===== src/rtl/uart_txf_pkg.sv =====
package uart_txf_pkg;

    localparam int unsigned BYTE_W    = 8;
    localparam int unsigned FRAME_MAX = 12;  // start + 8 data + parity + 2 stop
    localparam int unsigned LEN_W     = $clog2(FRAME_MAX + 1);

    typedef enum logic [1:0] {
        PAR_ODD   = 2'd0,
        PAR_EVEN  = 2'd1,
        PAR_SPACE = 2'd2,
        PAR_MARK  = 2'd3
    } par_mode_e;

    typedef struct packed {
        logic      eight_bits;
        logic      two_stop;
        logic      par_en;
        par_mode_e par_mode;
    } frame_cfg_t;

    // Parity over the data bits that are actually transmitted.
    function automatic logic parity_bit(input logic [BYTE_W-1:0] d,
                                        input frame_cfg_t cfg);
        logic ones;
        ones = cfg.eight_bits ? ^d : ^d[BYTE_W-2:0];
        case (cfg.par_mode)
            PAR_ODD:   return ~ones;
            PAR_EVEN:  return ones;
            PAR_SPACE: return 1'b0;
            default:   return 1'b1;
        endcase
    endfunction

    // Total bit count of one frame, start bit included.
    function automatic logic [LEN_W-1:0] frame_len(input frame_cfg_t cfg);
        int unsigned n;
        n = 1 + (cfg.eight_bits ? 8 : 7) + (cfg.par_en ? 1 : 0) + (cfg.two_stop ? 2 : 1);
        return LEN_W'(n);
    endfunction

endpackage


===== src/rtl/txf_fifo.sv =====
module txf_fifo #(
    parameter int unsigned DEPTH = 16,
    parameter int unsigned WIDTH = 8,
    localparam int unsigned PTR_W = (DEPTH > 1) ? $clog2(DEPTH) : 1,
    localparam int unsigned CNT_W = $clog2(DEPTH + 1)
) (
    input  logic             clk,
    input  logic             rst,
    input  logic             flush,
    input  logic             push,
    input  logic [WIDTH-1:0] push_data,
    input  logic             pop,
    output logic [WIDTH-1:0] head_data,
    output logic             empty,
    output logic [CNT_W-1:0] free_cnt,
    output logic             overflow
);

    logic [WIDTH-1:0] mem [DEPTH];
    logic [PTR_W-1:0] wr_ptr, rd_ptr;
    logic [CNT_W-1:0] count;
    logic             full, do_push, do_pop;

    localparam logic [CNT_W-1:0] DEPTH_C = CNT_W'(DEPTH);
    localparam logic [PTR_W-1:0] LAST_P  = PTR_W'(DEPTH - 1);

    assign full      = (count == DEPTH_C);
    assign empty     = (count == '0);
    assign do_push   = push && !full && !flush;
    assign do_pop    = pop && !empty && !flush;
    assign head_data = mem[rd_ptr];
    assign free_cnt  = DEPTH_C - count;

    always_ff @(posedge clk) begin
        if (do_push) mem[wr_ptr] <= push_data;
    end

    always_ff @(posedge clk) begin
        if (rst || flush) begin
            wr_ptr <= '0;
            rd_ptr <= '0;
            count  <= '0;
        end else begin
            if (do_push) wr_ptr <= (wr_ptr == LAST_P) ? '0 : wr_ptr + 1'b1;
            if (do_pop)  rd_ptr <= (rd_ptr == LAST_P) ? '0 : rd_ptr + 1'b1;
            count <= count + CNT_W'(do_push) - CNT_W'(do_pop);
        end
    end

    always_ff @(posedge clk) begin
        if (rst || flush)           overflow <= 1'b0;
        else if (push && full)      overflow <= 1'b1;
    end

    AST_COUNT_BOUND: assert property (@(posedge clk) disable iff (rst)
        count <= DEPTH_C);
    AST_FULL_DROP: assert property (@(posedge clk) disable iff (rst)
        (full && push && !pop && !flush) |=> (count == DEPTH_C && overflow));
    AST_OVF_STICKY: assert property (@(posedge clk) disable iff (rst)
        (overflow && !flush) |=> overflow);
    AST_FLUSH_EMPTY: assert property (@(posedge clk) disable iff (rst)
        flush |=> (empty && !overflow));

endmodule


===== src/rtl/txf_serializer.sv =====
module txf_serializer
    import uart_txf_pkg::*;
#(
    parameter int unsigned OVERSAMPLE = 8,
    localparam int unsigned TC_W = (OVERSAMPLE > 1) ? $clog2(OVERSAMPLE) : 1
) (
    input  logic              clk,
    input  logic              rst,
    input  logic              tick,
    input  logic              enable,
    input  frame_cfg_t        cfg,
    input  logic              have_data,
    input  logic [BYTE_W-1:0] data,
    output logic              pop,
    output logic              line,
    output logic              busy
);

    localparam logic [TC_W-1:0] TC_LAST = TC_W'(OVERSAMPLE - 1);

    logic [FRAME_MAX-1:0] shreg, frame;
    logic [LEN_W-1:0]     bits_left;
    logic [TC_W-1:0]      tcnt;
    logic [BYTE_W:0]      data_x;
    logic                 par;
    int unsigned          nd;

    // Frame image, LSB goes out first; unused upper bits are idle-high.
    always_comb begin
        data_x = {1'b0, data};
        par    = parity_bit(data, cfg);
        nd     = cfg.eight_bits ? 8 : 7;
        frame  = '1;
        frame[0] = 1'b0;
        for (int i = 0; i < 9; i++) begin
            if (i < nd)                      frame[i+1] = data_x[i];
            else if (i == nd && cfg.par_en)  frame[i+1] = par;
        end
    end

    assign pop  = tick && enable && !busy && have_data;
    assign line = busy ? shreg[0] : 1'b1;

    always_ff @(posedge clk) begin
        if (rst) begin
            busy      <= 1'b0;
            shreg     <= '1;
            bits_left <= '0;
            tcnt      <= '0;
        end else if (pop) begin
            busy      <= 1'b1;
            shreg     <= frame;
            bits_left <= frame_len(cfg);
            tcnt      <= '0;
        end else if (busy && tick) begin
            if (tcnt == TC_LAST) begin
                tcnt      <= '0;
                shreg     <= {1'b1, shreg[FRAME_MAX-1:1]};
                bits_left <= bits_left - 1'b1;
                if (bits_left == LEN_W'(1)) busy <= 1'b0;
            end else begin
                tcnt <= tcnt + 1'b1;
            end
        end
    end

    AST_BIT_HOLD: assert property (@(posedge clk) disable iff (rst)
        (busy && !tick) |=> $stable(line));
    AST_START_LOW: assert property (@(posedge clk) disable iff (rst)
        pop |=> (busy && !line));
    AST_NO_START_OFF: assert property (@(posedge clk) disable iff (rst)
        (!busy && !enable) |=> !busy);

endmodule


===== src/rtl/uart_tx_framer.sv =====
module uart_tx_framer
    import uart_txf_pkg::*;
#(
    parameter int unsigned FIFO_DEPTH = 16,
    parameter int unsigned OVERSAMPLE = 8,
    localparam int unsigned CNT_W = $clog2(FIFO_DEPTH + 1)
) (
    input  logic             clk,
    input  logic             rst,
    input  logic             tick,
    input  logic             cfg_enable,
    input  logic             cfg_eight_bits,
    input  logic             cfg_two_stop,
    input  logic             cfg_parity_en,
    input  logic [1:0]       cfg_parity_mode,
    input  logic             cfg_break,
    input  logic             cfg_loopback,
    input  logic             fifo_flush,
    input  logic             wr_valid,
    input  logic [7:0]       wr_data,
    output logic             txd,
    output logic             lb_line,
    output logic             tx_active,
    output logic [CNT_W-1:0] free_count,
    output logic             tx_overflow
);

    frame_cfg_t        cfg;
    logic [BYTE_W-1:0] head;
    logic              empty, pop, ser_line, wire_line;

    assign cfg = '{eight_bits: cfg_eight_bits,
                   two_stop:   cfg_two_stop,
                   par_en:     cfg_parity_en,
                   par_mode:   par_mode_e'(cfg_parity_mode)};

    txf_fifo #(.DEPTH(FIFO_DEPTH), .WIDTH(BYTE_W)) u_fifo (
        .clk       (clk),
        .rst       (rst),
        .flush     (fifo_flush),
        .push      (wr_valid),
        .push_data (wr_data),
        .pop       (pop),
        .head_data (head),
        .empty     (empty),
        .free_cnt  (free_count),
        .overflow  (tx_overflow)
    );

    txf_serializer #(.OVERSAMPLE(OVERSAMPLE)) u_ser (
        .clk       (clk),
        .rst       (rst),
        .tick      (tick),
        .enable    (cfg_enable),
        .cfg       (cfg),
        .have_data (!empty),
        .data      (head),
        .pop       (pop),
        .line      (ser_line),
        .busy      (tx_active)
    );

    assign wire_line = cfg_break ? 1'b0 : ser_line;
    assign txd       = cfg_loopback ? 1'b1 : wire_line;
    assign lb_line   = cfg_loopback ? wire_line : 1'b1;

    AST_IDLE_HIGH: assert property (@(posedge clk) disable iff (rst)
        (!cfg_break && !tx_active) |-> (txd && lb_line));
    AST_BREAK_LOW: assert property (@(posedge clk) disable iff (rst)
        (cfg_break && !cfg_loopback) |-> !txd);
    AST_LOOP_PIN_IDLE: assert property (@(posedge clk) disable iff (rst)
        cfg_loopback |-> txd);

endmodule


===== config.mk =====
export PLATFORM = sky130hd
export DESIGN_NAME = uart_tx_framer
export DESIGN_NICKNAME = d
export VERILOG_FILES = /design/src/rtl/uart_txf_pkg.sv /design/src/rtl/txf_fifo.sv /design/src/rtl/txf_serializer.sv /design/src/rtl/uart_tx_framer.sv
export SDC_FILE = /design/constraint.sdc
export NUM_CORES = 1
export LEC_CHECK = 0
export CORE_AREA = 3 3 118 120
export CTS_CLUSTER_DIAMETER = 40
export DETAILED_ROUTE_END_ITERATION = 12
export DIE_AREA = 0 0 121 123
export PLACE_DENSITY = 0.72
export SLEW_MARGIN = 5
export SYNTH_ARGS = -nofsm -noshare
export SYNTH_HDL_FRONTEND = slang
export SYNTH_HIERARCHICAL = 1
export SYNTH_SLANG_ARGS = --single-unit

===== constraint.sdc =====
create_clock -name clk -period 8 [get_ports clk]
set_input_delay 1.6 -clock clk [delete_from_list [all_inputs] [get_ports clk]]
set_output_delay 1.6 -clock clk [all_outputs]
set_load 0.01 [all_outputs]

### Yosys cells after proc, flatten, opt, wreduce, memory -nomap -nowiden

Memories as Yosys holds them, arrays and structs flattened. A register that Yosys moved wholly into a read port is not among the register bits.
Cells that the tools add are included.

* flip-flop bits (word level): 32
* RAM bits: 128
* input port bits: 21
* logic and storage cells: 122
* memories kept: 1

* add/subtract/negate cells: 10
* magnitude comparators: 9
* eq/ne operators: 15
* muxes and demuxes: 44
* bitwise logic cells: 1
* reduce and logical (&&, ||, !) cells: 34

Memory list
* u_fifo.mem: words 16, bits a word 8, read ports 1, clocked after memory_dff 1, wr ports 1, RTL line txf_fifo.sv:19 `logic [WIDTH-1:0] mem [DEPTH];`

Operators with widths (number)
* 3-bit by 32-bit == test with 1-bit output, first input constant: 4
* 3-bit by 32-bit less-than comparator with 1-bit output, first input constant: 4
* 2-bit by 32-bit == test with 1-bit output, first input constant: 2
* 1-bit by 32-bit less-than comparator with 1-bit output, first input constant: 2
* 2-bit by 32-bit less-than comparator with 1-bit output, first input constant: 2
* 1-bit by 32-bit == test with 1-bit output, first input constant: 1
* 4-bit by 32-bit == test with 1-bit output, first input constant: 1
* 32-bit zero test: 1
* 4-bit by 32-bit less-than comparator with 1-bit output, first input constant: 1
* 4-bit 2-to-1 mux: 8
* 1-bit 2-to-1 mux: 30
* 10-bit 2-to-1 mux: 3
* 1-bit logical AND: 18
* 4-bit by 1-bit adder with 4-bit output, second input constant: 2
* 4-bit adder: 2
* 4-bit == test, second input constant: 2
* 8-bit XOR reduction: 1
* 7-bit XOR reduction: 1
* 2-bit nonzero test: 3
* 5-bit by 1-bit adder with 5-bit output: 1
* 5-bit == test, second input constant: 1
* 5-bit zero test: 1
* 5-bit by 1-bit subtractor with 5-bit output: 1
* 5-bit subtractor, first input constant: 1
* other kinds (17): 20

### Depth between registers and ports, before layout

Gate-level depths: netlist of the first run.

* depth after elaboration: 7
* mapped depth: 17

### Hierarchy

The synthesis of the first run kept the hierarchy.

Modules (own cells, without submodules)
* txf_fifo: instances 1, cells each 328, area an instance 5939.4 um2, sequential area each 4204.0 um2
* txf_serializer: instances 1, cells each 136, area an instance 1149.9 um2, sequential area each 360.3 um2
* uart_tx_framer: instances 1, cells each 4, area an instance 32.5 um2, sequential area each 0.0 um2

### Worst setup path before layout of the first run

No wires, ideal clock.

* path kind: input-to-reg
* start: input tick
* end: register u_fifo.count[4]
* arrival time: 3600 ps
* setup slack: 4320 ps
* stages on the path: 11
* cells stage by stage: nand4b_4 inv_2 buf_2 nor3b_2 o21ai_0 ha_1 fa_1 nand2b_1 a21oi_1 o21ai_0 nor3b_1

* longest elaborated chain between the ends: 6

RTL lines
* start: declaration: RTL line uart_tx_framer.sv:10 `input logic tick,`
* 1-bit logical AND (3 in a row): RTL line txf_serializer.sv:41 `assign pop = tick && enable && !busy && have_data;`
* net pop: RTL line uart_tx_framer.sv:30 `logic empty, pop, ser_line, wire_line;`
* 1-bit logical AND (2 in a row): RTL line txf_fifo.sv:30 `assign do_pop = pop && !empty && !flush;`
* 5-bit by 1-bit subtractor with 5-bit output: RTL line txf_fifo.sv:46 `count <= count + CNT_W'(do_push) - CNT_W'(do_pop);`
* end signal: assignment: RTL line txf_fifo.sv:46
* end: declaration: RTL line txf_fifo.sv:21 `logic [CNT_W-1:0] count;`

The timed path passes the listed nets, and every way through them passes these cells.
A chain may end at the register's enable or synchronous reset.

### Worst setup path after layout of the first run

* start: input cfg_break
* end: output txd

* longest elaborated chain between the ends: 2

RTL lines
* start: declaration: RTL line uart_tx_framer.sv:16 `input logic cfg_break,`
* 1-bit 2-to-1 mux: RTL line uart_tx_framer.sv:63 `assign wire_line = cfg_break ? 1'b0 : ser_line;`
* 1-bit 2-to-1 mux: RTL line uart_tx_framer.sv:64 `assign txd = cfg_loopback ? 1'b1 : wire_line;`
* end: declaration: RTL line uart_tx_framer.sv:21 `output logic txd,`

No other way between the ends.

==> results of run 1 <==
## path summary, 6_finish.rpt
path                        start         endpoint  slack, ns  cells after the start
setup / recovery        cfg_break              txd       3.66                      4
hold / removal     u_ser/shreg[2]   u_ser/shreg[2]       0.46                      1
hold reg to reg    u_ser/shreg[2]   u_ser/shreg[2]       0.46                      1
setup reg to reg  u_fifo/count[1]  u_fifo/count[4]       4.33                     15
## state kept, by name, summed over array words and instances, names as in the netlist, named ones only
name / flops
u_fifo/mem: 128
u_ser/shreg: 10
u_fifo/count: 5
u_fifo/rd_ptr: 4
u_fifo/wr_ptr: 4
u_ser/bits_left: 4
u_ser/tcnt: 3
u_fifo/overflow: 1
u_ser/busy: 1
## Yosys cell counts (all sizes together), types with 2 or more instances
cell,number
xor2,7
ha,24
o21bai,3
buf,11
nor3,19
o22ai,4
fa,2
mux2i,3
dfxtp,36
and2,3
nor2b,3
a22oi,17
a21oi,18
a211oi,2
a211o,4
clkdlybuf4s25,3
nor3b,4
nand3,6
nor2,37
a311oi,3
o21ai,5
edfxtp,128
nand2b,7
clkbuf,6
inv,24
nand2,36
mux4,32
nand3b,2
xnor2,9
## where the power goes
part	total [mW]	internal [mW]	switching [mW]
Sequential	0.925	0.922	0.00283
Clock	0.791	0.461	0.330
Combinational	0.0762	0.0340	0.0422
Total	1.79	1.42	0.375
## cell type report
cell class	instances	share of cell area (%)
inverters	24	1.11
clock buffers	17	5.24
clock inverters	15	1.88
well taps	176	2.71
repair buffers	33	3.95
multi-input cells	260	28.8
flip-flops and latches	164	56.3
## through the flow
stage          power (mW)  hold WS, ns  setup WS, ns  instances
2_1_floorplan       0.985        0.435          4.32        468
3_3_place_gp         1.02        0.445          3.47        657
3_5_place_dp         1.02        0.450          3.35        657
4_1_cts              1.81        0.466          3.65        689
5_1_grt              1.85        0.489          3.42        689
6_report             1.79        0.464          3.66        689
## routing by layer
| layer | wire [um] | up-vias | track usage (%) |
|---|---|---|---|
| li1 | - | 1848 | - |
| met1 | 5830 | 1990 | 25.8 |
| met2 | 6790 | 94 | 32.3 |
| met3 | 552 | 18 | 4.94 |
| met4 | 213 | 0 | 7.65 |
| met5 | 0 | - | 0 |
## cell families (layout without fill, tap and decap cells)
family,count (synthesis),after routing,share of synthesized area (%)
AOI/OAI and AO/OA,60,60,5.62
xor gates and xnor gates,17,17,2.41
adders and majority gates,26,26,4.78
buffers and inverters,44,89,3.11
DFF,164,164,64.1
muxes,35,35,11.3
and+or+nand+nor,122,122,8.71
## worst max-delay path, delay by kind of cell
family | cells | cell delay, ns
buffers and inverters | 2 | 0.93
AND/OR/NAND/NOR | 2 | 0.21
==> summary.md, run 1 <==
| Metric | Value |
|---|---|
| Status | finished, final reports clean |
| Number of instances in the synthesized netlist | 468 |
| Count of hold buffers inserted by post-cts repair | 0 |
| Worst clock skew | 0.0100 ns |
| Slew HR | 25.8% |
| Worst-case clock buffer depth | 2 |
| Count of pins on the block boundary | 30 |
| IR Drop Worst-Case VDD | 156 uV |
| Total nets after synthesis | 515 |
| Fraction of synthesis flops using an asynchronous set or reset pin | 0% |
| Max Freq | 0.230 GHz |
| Mean post-synth cell area | 15.2 um2 |
| Most frequent cells in the layout | 128 x sky130_fd_sc_hd__edfxtp_1, 36 x sky130_fd_sc_hd__nor2_1, 35 x sky130_fd_sc_hd__nand2_1, 34 x sky130_fd_sc_hd__dfxtp_1, 29 x sky130_fd_sc_hd__clkdlybuf4s50_1 |
| CTS buffer count | 17 |
| CTS clk-pin slew, worst paths | 0.06 ns |
| HPWL Detailed | 8600 um |
| RSZ-0062 raised after global routing | false |
| Number of storage elements in the synthesis netlist | 164 |
| Arrival time at the worst endpoint | 2.74 ns |
| MaxCap Viol Count | 0 |
| Total congestion overflow | 0 |
| Sequential cell area fraction in the yosys report | 64.1% |
| Area inside the core boundary | 13100 um2 |
| Period minus WS final | 4.34 ns |
| I/O Buffers | 29 |
| Multi-input logic area | 2340 um2 |
| Worst skew pair latency | 0.42 ns |
| Final core utilization | 62.0% |
| Worst Hold Class | flop to flop |
| Synth area leader | sky130_fd_sc_hd__edfxtp_1 |
| Post-synthesis cell type count | 54 |
| TritonCTS clock tree | done |
| Top cell by count, worst path | sky130_fd_sc_hd__clkdlybuf4s50_1 |
| Total Wirelength | 13400 um |
| Fraction of final layout cells with drive strength greater than 1 | 13.3% |
| Cell area after synthesis | 7120 um2 |
| Via count | 3950 |
| Number of global-route vias before repair | 3984 |
| Final std cell area, no fill | 8110 um2 |
| Critical-path cell list | clkdlybuf4s50_1 -> nand2b_4 -> nand2b_2 -> clkdlybuf4s50_1 |
| Worst Path Max Fanout | 2 |
| First DRT Iteration DRCs | 268 |
| Buffer type at the clock tree root | sky130_fd_sc_hd__clkbuf_16 |
| Vias per std cell | 5.73 |
| Synthesis warning total | 6 |
| Number of setup buffers added after CTS | 0 |
| Filler Cell Count | 953 |
| Maximum number of pins on one net before global-route repair | 33 |
| Die span in y | 123 um |
| Slowest stage cell on the critical path | sky130_fd_sc_hd__clkdlybuf4s50_1 |
| Final number of hold-violating endpoints | 0 |
| Number of flops mapped to enable cells by yosys | 128 |
| Global-route wire length before repair | 21600 um |
| Initial Util | 54.4% |
| Placement row count | 42 |
| Antenna violations before repair | 0 |
| Finish-stage setup viols | 0 |
| Sort of element at the end of the critical path | output port |
| Count of TritonRoute iterations in the first routing pass | 5 |
| Net count, final | 547 |
| Routability congestion estimate | 0.786 |
| Area added between synthesis and finish | 13.9% |
| Count of final max-slew check failures | 0 |
| Most frequent standard cell in the layout excluding fill and tap cells | sky130_fd_sc_hd__edfxtp_1 |
| Number of DRC violations after detailed routing | 0 |
| CTS Sinks | 164 |
| Share of the clock period used by the worst path after layout | 54.3% |
| Largest incremental delay on the critical path | 0.53 ns |
| Final ANT Viol Nets | 0 |
| Worst Max-Slew Pin Slew | 1.11 ns |
| Level count of the clock H-tree | 4 |
| CP Class | primary input to output port |
| Main synth FF type | sky130_fd_sc_hd__edfxtp_1 |
| Fin Setup TNS | 0 ns |
| Final antenna diode count | 0 |
| Top-area cell type share of the netlist area | 54.0% |
| Die outline area | 14900 um2 |
| Leading post-synthesis cells by cell area | sky130_fd_sc_hd__edfxtp_1 54%, sky130_fd_sc_hd__dfxtp_1 10%, sky130_fd_sc_hd__mux4_2 5.7% |
| Endpoint required time on the critical path | 6.40 ns |
| Number of resized instances in the post-cts repair step | 0 |
| Aggregate global-route resource usage | 19.8% |
| Routed len/inst | 19.4 um |
| Die X-Extent | 121 um |
| Standard cell area after detailed placement | 7530 um2 |
| P per Cell Area | 221 nW/um2 |
| Leakage power of the design | 2.76 nW |
| Area taken by flip-flops and latches | 4570 um2 |
| Crit start category | primary input |
Note: power is estimated with default switching activity, not from simulation.
==> run 2, diff against run 1 <==
- clock period: 8 -> 4 ns (I/O delays scaled with it)
==> summary.md, run 2 (synthesis results as in run 1) <==
| Metric | Value |
|---|---|
| Max Freq | 0.315 GHz |
| I/O Buffers | 29 (unchanged) |
| Final std cell area, no fill | 8130 um2 (was 8110 um2) |
| Worst min-delay path endpoint | u_ser/shreg[7] (was u_ser/shreg[2]) |
| End of the worst register-to-register path | u_fifo/count[4] (unchanged) |
| Total congestion overflow | 0 (unchanged) |
| Most frequent cells in the layout | 128 x sky130_fd_sc_hd__edfxtp_1, 36 x sky130_fd_sc_hd__nor2_1, 35 x sky130_fd_sc_hd__nand2_1, 35 x sky130_fd_sc_hd__dfxtp_1, 29 x sky130_fd_sc_hd__clkdlybuf4s50_1 (was 128 x sky130_fd_sc_hd__edfxtp_1, 36 x sky130_fd_sc_hd__nor2_1, 35 x sky130_fd_sc_hd__nand2_1, 34 x sky130_fd_sc_hd__dfxtp_1, 29 x sky130_fd_sc_hd__clkdlybuf4s50_1) |
| Sw power | 0.763 mW (was 0.375 mW) |
| Routed len/inst | 19.3 um (was 19.4 um) |
| Arrival time at the worst endpoint | 3.51 ns (was 2.74 ns) |
| Net count, final | 553 (was 547) |
| Worst skew pair latency | 0.42 ns (about the same) |
| Antenna violations before repair | 0 (unchanged) |
| Total internal power | 2.72 mW (was 1.42 mW) |
| CTS buffer count | 17 (unchanged) |
| RSZ-0062 raised after global routing | false (unchanged) |
| Via count | 3981 (was 3950) |
| Final ANT Viol Nets | 0 (unchanged) |
| Final core utilization | 62.1% (was 62.0%) |
| Die outline area | 14900 um2 (unchanged) |
| Sequential Power Share | 53.1% (was 51.6%) |
| Slew HR | 43.5% (was 25.8%) |
| CTS clk-pin slew, worst paths | 0.06 ns (about the same) |
| Area taken by flip-flops and latches | 4570 um2 (about the same) |
| Hold path start | u_ser/shreg[7] (was u_ser/shreg[2]) |
| Period minus WS final | 3.17 ns |
| Most frequent standard cell in the layout excluding fill and tap cells | sky130_fd_sc_hd__edfxtp_1 (unchanged) |
| Vias per std cell | 5.73 (about the same) |
| Maximum number of pins on one net before global-route repair | 33 (unchanged) |
| Finish-stage setup viols | 0 (unchanged) |
| TritonCTS clock tree | done (unchanged) |
| Count of pins on the block boundary | 30 (unchanged) |
| Count of final max-slew check failures | 0 (unchanged) |
| Worst Hold Class | flop to flop (unchanged) |
| Die X-Extent | 121 um (unchanged) |
| Number of DRC violations after detailed routing | 0 (unchanged) |
| Leakage power of the design | 2.77 nW (was 2.76 nW) |
| Total Wirelength | 13400 um (about the same) |
| Sort of element at the end of the critical path | flop (was output port) |
| Critical R2R Launch | u_fifo/count[0] (was u_fifo/count[1]) |
| Level count of the clock H-tree | 4 (unchanged) |
| Crit start category | flop (was primary input) |
| Share of the clock period used by the worst path after layout | 79.4% |
| Routability congestion estimate | 0.778 (was 0.786) |
| Aggregate global-route resource usage | 19.9% (was 19.8%) |
| Minimum setup slack among reg-to-reg paths | 0.83 ns (was 4.33 ns) |
| Number of setup buffers added after CTS | 0 (unchanged) |
| Switching share of total power | 21.9% (was 20.9%) |
| Buffer type at the clock tree root | sky130_fd_sc_hd__clkbuf_16 (unchanged) |
| Count of hold buffers inserted by post-cts repair | 0 (unchanged) |
| Logic gate share of total power | 4.4% (was 4.3%) |
| Final number of hold-violating endpoints | 0 (unchanged) |
| Number of global-route vias before repair | 4056 (was 3984) |
| Fin Setup TNS | 0 ns (unchanged) |
| Worst reg2reg path depth | 16 (was 15) |
| Count of TritonRoute iterations in the first routing pass | 5 (unchanged) |
| Worst Max-Slew Pin Slew | 0.844 ns (was 1.11 ns) |
| Biggest register | u_fifo/mem (unchanged) |
| Area added between synthesis and finish | 14.2% (was 13.9%) |
| Area inside the core boundary | 13100 um2 (unchanged) |
| Initial Util | 54.4% (unchanged) |
| Hold path cells | 1 (unchanged) |
| HPWL Detailed | 8640 um (was 8600 um) |
| Max reg flops | 128 (unchanged) |
| Placement row count | 42 (unchanged) |
| Global-route wire length before repair | 21800 um (was 21600 um) |
| Endpoint required time on the critical path | 4.34 ns (was 6.40 ns) |
| Share of total power in the clock network | 42.5% (was 44.1%) |
| MaxCap Viol Count | 0 (unchanged) |
| Die span in y | 123 um (unchanged) |
| Status | finished, final reports clean (unchanged) |
| IR Drop Worst-Case VDD | 279 uV (was 156 uV) |
| CP Class | flop to flop (was primary input to output port) |
| Fraction of final layout cells with drive strength greater than 1 | 14.3% (was 13.3%) |
| Number of resized instances in the post-cts repair step | 0 (unchanged) |
| Filler Cell Count | 936 (was 953) |
| First DRT Iteration DRCs | 302 (was 268) |
| CTS Sinks | 164 (unchanged) |
| Final antenna diode count | 0 (unchanged) |
| Standard cell area after detailed placement | 7580 um2 (was 7530 um2) |
| Multi-input logic area | 2340 um2 (unchanged) |
| P per Cell Area | 429 nW/um2 (was 221 nW/um2) |
| Worst clock skew | 0.00814 ns (was 0.0100 ns) |
| Largest regs | u_fifo/mem: 128 flops, u_ser/shreg: 10 flops, u_fifo/count: 5 flops (unchanged) |
| Worst-case clock buffer depth | 2 (unchanged) |
| Worst Path Max Fanout | 14 (was 2) |
## run 2: changes by cell type in the layout (fill, tap and decap cells not counted), sizes merged
cell | previous run | this run
buf | 4 | 10
bufinv | 2 | 0
clkbuf | 17 | 18
clkinv | 7 | 6
clkinvlp | 2 | 4
## run 2: cell type report
cell class | count | area share [%]
clock buffers | 18 | 5.28
clock inverters | 14 | 1.52
inverters | 24 | 1.11
multi-input cells | 260 | 28.7
flip-flops and latches | 164 | 56.2
well taps | 176 | 2.71
repair buffers | 39 | 4.49
## run 2: worst max path at each step
stage	to	slack, ns	from	depth (start not counted)
3_5_place_dp	u_fifo/count[4]	0.61	tick	12
2_1_floorplan	u_fifo/count[4]	0.85	u_fifo/count[1]	16
6_report	u_fifo/count[4]	0.83	u_fifo/count[0]	16
5_1_grt	u_fifo/count[4]	0.50	u_fifo/count[0]	17
4_1_cts	u_fifo/count[4]	0.81	u_fifo/count[0]	16
3_3_place_gp	u_fifo/count[4]	0.69	tick	12
## run 2: worst max-delay path, stage by stage (launching register included)
cell and delay [ns]:
sky130_fd_sc_hd__dfxtp_1 0.39, sky130_fd_sc_hd__inv_1 0.06, sky130_fd_sc_hd__ha_1 0.21, sky130_fd_sc_hd__and2_1 0.18
sky130_fd_sc_hd__ha_1 0.21, sky130_fd_sc_hd__inv_1 0.11, sky130_fd_sc_hd__nand4b_4 0.12, sky130_fd_sc_hd__inv_2 0.21
sky130_fd_sc_hd__nor3b_2 0.21, sky130_fd_sc_hd__buf_4 0.18, sky130_fd_sc_hd__o21ai_0 0.11, sky130_fd_sc_hd__ha_1 0.22
sky130_fd_sc_hd__fa_1 0.42, sky130_fd_sc_hd__nand2b_1 0.09, sky130_fd_sc_hd__a21oi_1 0.08, sky130_fd_sc_hd__o21ai_0 0.13
sky130_fd_sc_hd__nor3b_1 0.17
## run 2: layer usage
metal / GRT usage (%) / vias up / share of wire [%]
met5: 0 / - / 0
met4: 8.29 / 0 / 2.4
met3: 3.52 / 21 / 4.2
met2: 32.8 / 105 / 50
met1: 26.4 / 1997 / 43
li1: - / 1858 / -
## run 2: through the flow
step | power [mW] | cells | setup WS (ns) | hold slack [ns]
4_1_cts | 3.51 | 695 | 0.806 | 0.468
5_1_grt | 3.61 | 695 | 0.499 | 0.489
2_1_floorplan | 1.97 | 468 | 0.851 | 0.435
3_5_place_dp | 2.04 | 663 | 0.609 | 0.451
6_report | 3.49 | 695 | 0.825 | 0.462
3_3_place_gp | 2.04 | 663 | 0.693 | 0.443
## run 2: power groups by stage
stage          Sequential (mW)  Clock (mW)  Combinational, mW
2_1_floorplan             1.89           0             0.0840
3_3_place_gp              1.89           0              0.150
3_5_place_dp              1.89           0              0.154
4_1_cts                   1.85        1.51              0.155
5_1_grt                   1.85        1.58              0.172
6_report                  1.85        1.48              0.154
